`src/rtl/stuck_inv_write_unit.sv`:
```
module stuck_inv_write_unit #(
  parameter int DATA_W  = 64,
  parameter int PART_W  = 8,
  parameter int CACHE_N = 8,
  parameter int ADDR_W  = 8,
  localparam int NPART  = DATA_W / PART_W,
  localparam int WORD_W = DATA_W + NPART
) (
  input  logic              clk,
  input  logic              rst_n,
  input  logic              req_valid,
  output logic              req_ready,
  input  logic              req_write,
  input  logic [ADDR_W-1:0] req_addr,
  input  logic [DATA_W-1:0] req_wdata,
  output logic              done,
  output logic [DATA_W-1:0] rd_data,
  output logic              fault,
  output logic              uncorr,
  output logic              mem_en,
  output logic              mem_we,
  output logic [ADDR_W-1:0] mem_addr,
  output logic [WORD_W-1:0] mem_wdata,
  input  logic [WORD_W-1:0] mem_rdata
);
  localparam int POS_W  = $clog2(DATA_W);
  localparam int PW_LOG = $clog2(PART_W);
  localparam int PTR_W  = $clog2(CACHE_N);

  typedef enum logic [2:0] {S_IDLE, S_WR, S_VRD, S_VCHK, S_RD, S_RRSP} state_t;
  state_t st;

  logic [ADDR_W-1:0]  a_q;
  logic [DATA_W-1:0]  d_q, sent_q;
  logic               retry_q, conf_q;
  logic [CACHE_N-1:0] c_vld, c_val;
  logic [ADDR_W-1:0]  c_addr [CACHE_N];
  logic [POS_W-1:0]   c_pos  [CACHE_N];
  logic [PTR_W-1:0]   rr_q;

  logic [NPART-1:0]   need_set, need_clr;
  logic [DATA_W-1:0]  enc, dec, mism;
  logic [POS_W-1:0]   first;

  always_comb begin
    need_set = '0;
    need_clr = '0;
    for (int e = 0; e < CACHE_N; e++)
      if (c_vld[e] && c_addr[e] == a_q)
        for (int p = 0; p < NPART; p++)
          if (int'(c_pos[e] >> PW_LOG) == p) begin
            if (d_q[c_pos[e]] ^ c_val[e]) need_set[p] = 1'b1;
            else                         need_clr[p] = 1'b1;
          end
  end

  for (genvar p = 0; p < NPART; p++) begin : g_part
    assign enc[p*PART_W +: PART_W] = d_q[p*PART_W +: PART_W] ^ {PART_W{need_set[p]}};
    assign dec[p*PART_W +: PART_W] = mem_rdata[p*PART_W +: PART_W] ^ {PART_W{mem_rdata[DATA_W+p]}};
  end

  assign mism = mem_rdata[DATA_W-1:0] ^ sent_q;

  always_comb begin
    first = '0;
    for (int i = DATA_W - 1; i >= 0; i--)
      if (mism[i]) first = POS_W'(i);
  end

  assign req_ready = (st == S_IDLE);
  assign mem_en    = (st == S_WR) || (st == S_VRD) || (st == S_RD);
  assign mem_we    = (st == S_WR);
  assign mem_addr  = a_q;
  assign mem_wdata = {need_set, enc};

  always_ff @(posedge clk) begin
    if (!rst_n) begin
      st      <= S_IDLE;
      a_q     <= '0;
      d_q     <= '0;
      sent_q  <= '0;
      retry_q <= 1'b0;
      conf_q  <= 1'b0;
      c_vld   <= '0;
      c_val   <= '0;
      rr_q    <= '0;
      done    <= 1'b0;
      fault   <= 1'b0;
      uncorr  <= 1'b0;
      rd_data <= '0;
      for (int e = 0; e < CACHE_N; e++) begin
        c_addr[e] <= '0;
        c_pos[e]  <= '0;
      end
    end else begin
      done   <= 1'b0;
      fault  <= 1'b0;
      uncorr <= 1'b0;
      case (st)
        S_IDLE: if (req_valid) begin
          a_q     <= req_addr;
          d_q     <= req_wdata;
          retry_q <= 1'b0;
          st      <= req_write ? S_WR : S_RD;
        end
        S_WR: begin
          sent_q <= enc;
          conf_q <= |(need_set & need_clr);
          st     <= S_VRD;
        end
        S_VRD: st <= S_VCHK;
        S_VCHK: begin
          if (|mism) begin
            c_vld[rr_q]  <= 1'b1;
            c_addr[rr_q] <= a_q;
            c_pos[rr_q]  <= first;
            c_val[rr_q]  <= mem_rdata[first];
            rr_q <= (rr_q == PTR_W'(CACHE_N - 1)) ? '0 : rr_q + 1'b1;
            if (!retry_q) begin
              retry_q <= 1'b1;
              st      <= S_WR;
            end else begin
              done   <= 1'b1;
              fault  <= 1'b1;
              uncorr <= conf_q;
              st     <= S_IDLE;
            end
          end else begin
            done   <= 1'b1;
            uncorr <= conf_q;
            st     <= S_IDLE;
          end
        end
        S_RD: st <= S_RRSP;
        S_RRSP: begin
          rd_data <= dec;
          done    <= 1'b1;
          st      <= S_IDLE;
        end
        default: st <= S_IDLE;
      endcase
    end
  end
endmodule

```
`config.mk`:
```
export PLATFORM = sky130hd
export DESIGN_NAME = stuck_inv_write_unit
export DESIGN_NICKNAME = d
export VERILOG_FILES = /design/src/rtl/stuck_inv_write_unit.sv
export SDC_FILE = /design/constraint.sdc
export NUM_CORES = 1
export LEC_CHECK = 0
export BUFFER_PORTS_ARGS = -buffer_cell sky130_fd_sc_hd__buf_2
export CORE_MARGIN = 2
export CORE_UTILIZATION = 30
export CTS_CLUSTER_DIAMETER = 100
export CTS_CLUSTER_SIZE = 40
export DETAILED_ROUTE_END_ITERATION = 16
export GPL_ROUTABILITY_DRIVEN = 0
export GPL_TIMING_DRIVEN = 0
export MAX_ROUTING_LAYER = met4
export PLACE_DENSITY = 0.47
export REMOVE_ABC_BUFFERS = 1
export SYNTH_ARGS = -nofsm -noshare
export SYNTH_HDL_FRONTEND = slang
export SYNTH_SLANG_ARGS = --single-unit
```
`constraint.sdc`:
```
create_clock -name clk -period 7.55 [get_ports clk]
set_clock_uncertainty 0.1 [all_clocks]
set_input_delay 1.8875 -clock clk [delete_from_list [all_inputs] [get_ports clk]]
set_output_delay 1.8875 -clock clk [all_outputs]
set_load 0.05 [all_outputs]
```
# [Word level (Yosys, flattened, before mapping)]
# Memory sizes are Yosys's and may differ from the RTL's.
# Index checks and enable logic that the tools add are counted.
[totals] register_bits=227 ram_bits=112 in_bits=148 elab_cells=524 mem_count=2
[mem_list] name="c_addr" words=8 word_bits=8 read_ports=8 rd_ports_with_merged_regs=0 wr=8 line_no="37" rtl="logic [ADDR_W-1:0] c_addr [CACHE_N];"
[mem_list] name="c_pos" words=8 word_bits=6 read_ports=8 rd_ports_with_merged_regs=0 wr=8 line_no="38" rtl="logic [POS_W-1:0] c_pos [CACHE_N];"
[op_classes] addsub=1 n_lt_le_gt_ge=11 eq_ne=72 n_mux=368 bitwise=27 reduce_logical=30
[op_table] op="two-way mux 6 bit" n=65
[op_table] op="two-way mux 1 bit" n=266
[op_table] op="logical NOT 32 bit" n=8
[op_table] op="two-way mux 8 bit" n=17
[op_table] op="XOR 8 bit" n=16
[op_table] op="== test 3 bit (second input constant)" n=35
[op_table] op="== test 8 bit" n=8
[op_table] op="OR reduction 64 bit" n=1
[op_table] op="XOR 64 bit" n=1
[op_table] op="less-than comparator 6 x 7 -> 1 bit (second input constant)" n=8
[op_table] op="binary-select mux 1 bit (select 6 bit)" n=9
[op_table] op="== test 3 x 2 -> 1 bit (second input constant)" n=18
[op_table] op="== test 3 x 1 -> 1 bit (second input constant)" n=9
[op_table] op="two-way mux 3 bit" n=6
[op_table] op="OR reduction 8 bit" n=2
[op_table] op="one-hot mux 3 bit (5 select lines)" n=1
[op_table] op="logical AND 1 bit" n=9
[op_table] op="bitwise AND 8 bit" n=1
[op_table] op="bitwise mux 8 bit" n=1
[op_table] op="less-than comparator 6 x 8 -> 1 bit (second input constant)" n=1
[op_table] op="OR 8 bit" n=1
[op_table] op="XOR 1 bit" n=8
[op_table] op="AND reduction 2 bit" n=3
[op_table] op="AND reduction 3 bit" n=2
[op_table] op="10 further kinds" n=13

# [Depth between registers and ports, before layout]
[logic_depth] depth_word=68 ltp_mapped=14

# [Least setup slack after synthesis]
# Ideal clock, no wire load.
[synth_path] kind="reg2out" from="memory c_pos[3][0] in the netlist's numbering" to="output mem_wdata[40]" arrival_time_ps=3790 path_slack_ps=1772 path_stages_with_launch=11 cell_sequence="edfxtp_1 > clkbuf_1 > mux4_2 > mux4_2 > a211oi_1 > xnor2_1 > nor3_1 > a211o_1 > or4_1 > buf_2 > xor2_1"
[synth_lines] element="start, declared" line_no="38"
[synth_lines] element="end, declared" line_no="23" rtl="output logic [WORD_W-1:0] mem_wdata,"

==> qor.csv <==
stage;metric;value;unit
synthesis;Unique masters post-synth;93;
critical_path;CP Class;reg2out;
power;maximum vdd drop;0.164;mV
synthesis;Synth Area in Simple Gates;0.183;
synthesis;synthesized area;0.0233;sq mm
route;antenna viol nets, final;0;
global_route;GRT Overall Usage;0.216;
global_route;first-pass GRT wire length;125000;um
synthesis;top cells by area, synth;dfxtp_1 20%, edfxtp_1 14%, mux4_2 13%;
sta;Final Max Tran Viols;0;
critical_path;CP required;5560;ps
synthesis;area share of the largest cell type after synthesis;0.195;
sta;transition time at the pin with the least slew margin;1280;ps
critical_path;critical-path maximum fanout;22;
route;met3 wire len;7360;um
floorplanning;die height;283;um
power;Pwr Total;4940;uW
synthesis;number of synthesized flops with an enable pin;112;
synthesis;Post-Synthesis Cells;2452;
route;Top Layer Used;met4;
cts;Root Buffer;clkbuf_16;
synthesis;Yosys warning total;0;
sta;total negative slack;0;ps
cts;Num CTS Buffers;23;
route;DRT Wirelength;86800;um
synthesis;post-synthesis sequential area ratio;0.340;
sta;final setup vio count;0;
synthesis;Seq cells post-synth;339;
cells_and_area;most common cell after layout, fill and taps aside;nand2_1;
cts;Post-CTS Hold Buffers;0;
route;M1 wire length;35300;um
synthesis;Post-synth ARST share;0;
cells_and_area;fin nets;2717;
route;Via density;5.50;
sta;max_slew headroom;0.142;
global_route;largest net degree at the start of global routing;162;
power;Power Density;186;mW/mm^2
sta;Hold Fails Final Rpt;0;
synthesis;area leader, netlist;dfxtp_1;
cts;clock-pin slew on the worst setup and hold paths;110;ps
cts;worst-case clock buffer depth;3;
cells_and_area;Antenna Cells;0;
route;vias;19900;
cells_and_area;filler cell count;7973;
placed_design;post-DP HPWL;65900;um
floorplanning;Cell Rows;102;
floorplanning;initial core utilization;0.302;
synthesis;Synth Area in Compound Gates;0.145;
sta;fin crit share;0.971;
synthesis;mux contribution to synthesized area;0.164;
cells_and_area;Layout area overhead;13.7;%
global_route;initial antenna violation count;0;
cts;clk sink count;339;
route;Wirelength per Cell;23.9;um
global_route;grt ovf;0;
cts;CTS tree;done;
synthesis;largest family of logic cells by synthesized area;simple AND/OR/NAND/NOR gates;
cts;worst skew pair latency;610;ps
min_path;worst hold-check path type;reg2reg;
sta;Hold Slack;349;ps
critical_path;Worst Setup End Kind;output port;
route;DR iter-0 viols;1985;
synthesis;post-synthesis xor/xnor area fraction;0.118;
cells_and_area;most frequent cells in the layout;423 x nand2_1, 296 x buf_2, 227 x dfxtp_1, 216 x xnor2_1, 135 x mux4_2;
critical_path;WP data arrival;5340;ps
sta;min cycle time layout;7330;ps
outcome;status;finished, final reports clean;
global_route;vias in the first global route;19000;
route;met2 WL;40900;um
cells_and_area;share of cells above drive strength 1;0.228;
floorplanning;Die Footprint;0.0798;sq mm
route;1st-pass router iterations;8;
sta;highest clock rate;136;MHz
floorplanning;Ports;298;
floorplanning;core box area;0.0771;sq mm
synthesis;Primary FF master, synth;dfxtp_1;
route;Residual DRC;0;
cts;H-tree Lvls;1;
sta;unrepaired setup endpoints after global routing;no;
synthesis;Syn Area/Cell;9.49;sq um
synthesis;post-synthesis adder-cell area fraction;0.00108;
floorplanning;Die X;283;um
critical_path;Worst setup SP type;flip-flop;
placed_design;IO buf count;297;
power;leak pwr;0.0105;uW
flow_run;max-cap viol count;0;
## repair_timing
action	in CTS	in global routing
pin swaps	0	0
hold endpoints to repair	0	0
cloned	0	0
setup endpoints to repair	8	24
buffers inserted	0	22
resized for setup	1	1
## worst max-delay path, cell delays in order, from the launching register on
cell      delay (ps)
edfxtp_1        1020
mux4_2           600
o22ai_1          150
a211oi_1          80
nor3_1           470
xnor2_1          320
o41ai_1          230
nor4_1           340
nand3_1          640
xor2_1           520
buf_2            350
## through the flow
stage                     worst slack (ps)  std cells   util  area, sq um
after floorplan                        779       2209      -        22200
after global placement               -1010       3546  0.325        25000
after detailed placement               446       3559  0.328        25300
after CTS                             9.89       3601  0.340        26200
after global routing                  75.3       3624  0.343        26500
final                                  222       3624  0.343        26500
## routing by layer
metal,global-route usage,vias up
li1,-,9032
met1,0.272,9778
met2,0.351,969
met3,0.0349,153
met4,0.0734,0
met5,-,-
## final timing paths
kind | to | depth (start not counted) | start | slack [ps]
setup / recovery | mem_wdata[6] | 10 | c_pos[3][1] | 220
hold / removal | c_vld[1] | 2 | c_vld[1] | 350
setup reg to reg | c_val[0] | 11 | sent_q[2] | 2370
hold reg to reg | c_vld[1] | 2 | c_vld[1] | 350
## layout make-up
class	instances	area (sq um)	share of cell area
clock buffer	23	576	0.0217
clock inverter	19	315	0.0119
timing repair buffer	333	1960	0.0741
sequential	339	7910	0.299
tap	1040	1300	0.0492
multi-input combinational	1839	14300	0.540
inverter	31	116	0.00440
## synthesized netlist by cell type (6+ instances only)
cell type and n:
buf_2 37, nand2b_1 29, clkbuf_1 159, and3_1 38
nor2b_1 35, o31ai_1 10, o32ai_1 12, nand3_1 52
buf_1 31, o211a_1 63, dfxtp_1 227, mux2_2 20
o22ai_1 9, o2111ai_1 8, buf_6 7, mux2i_1 48
xor2_1 78, edfxtp_1 112, xnor2_1 216, buf_4 9
mux4_2 135, nor3_1 34, a31oi_1 9, a2111oi_0 8
a21oi_1 27, a31o_2 8, a21boi_1 23, o221ai_1 6
o21ai_0 36, a221oi_1 9, xnor2_2 10, a32o_1 6
nand2_1 424, and2_1 66, nor4_1 29, nand4_1 33
nor2_1 123, inv_1 30, a211oi_1 17, o211ai_1 8
a21boi_0 104
## cell families after synthesis
group / after synthesis
AO/OA/AOI/OAI: 425
XOR/XNOR: 304
adder cells (fa/ha/maj): 2
buffers and inverters: 274
flip-flops: 339
multiplexers: 206
AND/OR/NAND/NOR: 902
## report_power, final
group          total (uW)  switching [uW]  internal, uW
logic                1180             728           452
registers            2230             263          1970
clock network        1520             874           646
## sequential cells by signal (all words and copies together), names as in the netlist, 8 cells and up
register,cells
c_addr,64
d_q,64
rd_data,64
sent_q,64
c_pos,48
c_val,8
c_vld,8
mem_addr,8
No activity file was read; power rests on OpenSTA's default activity.
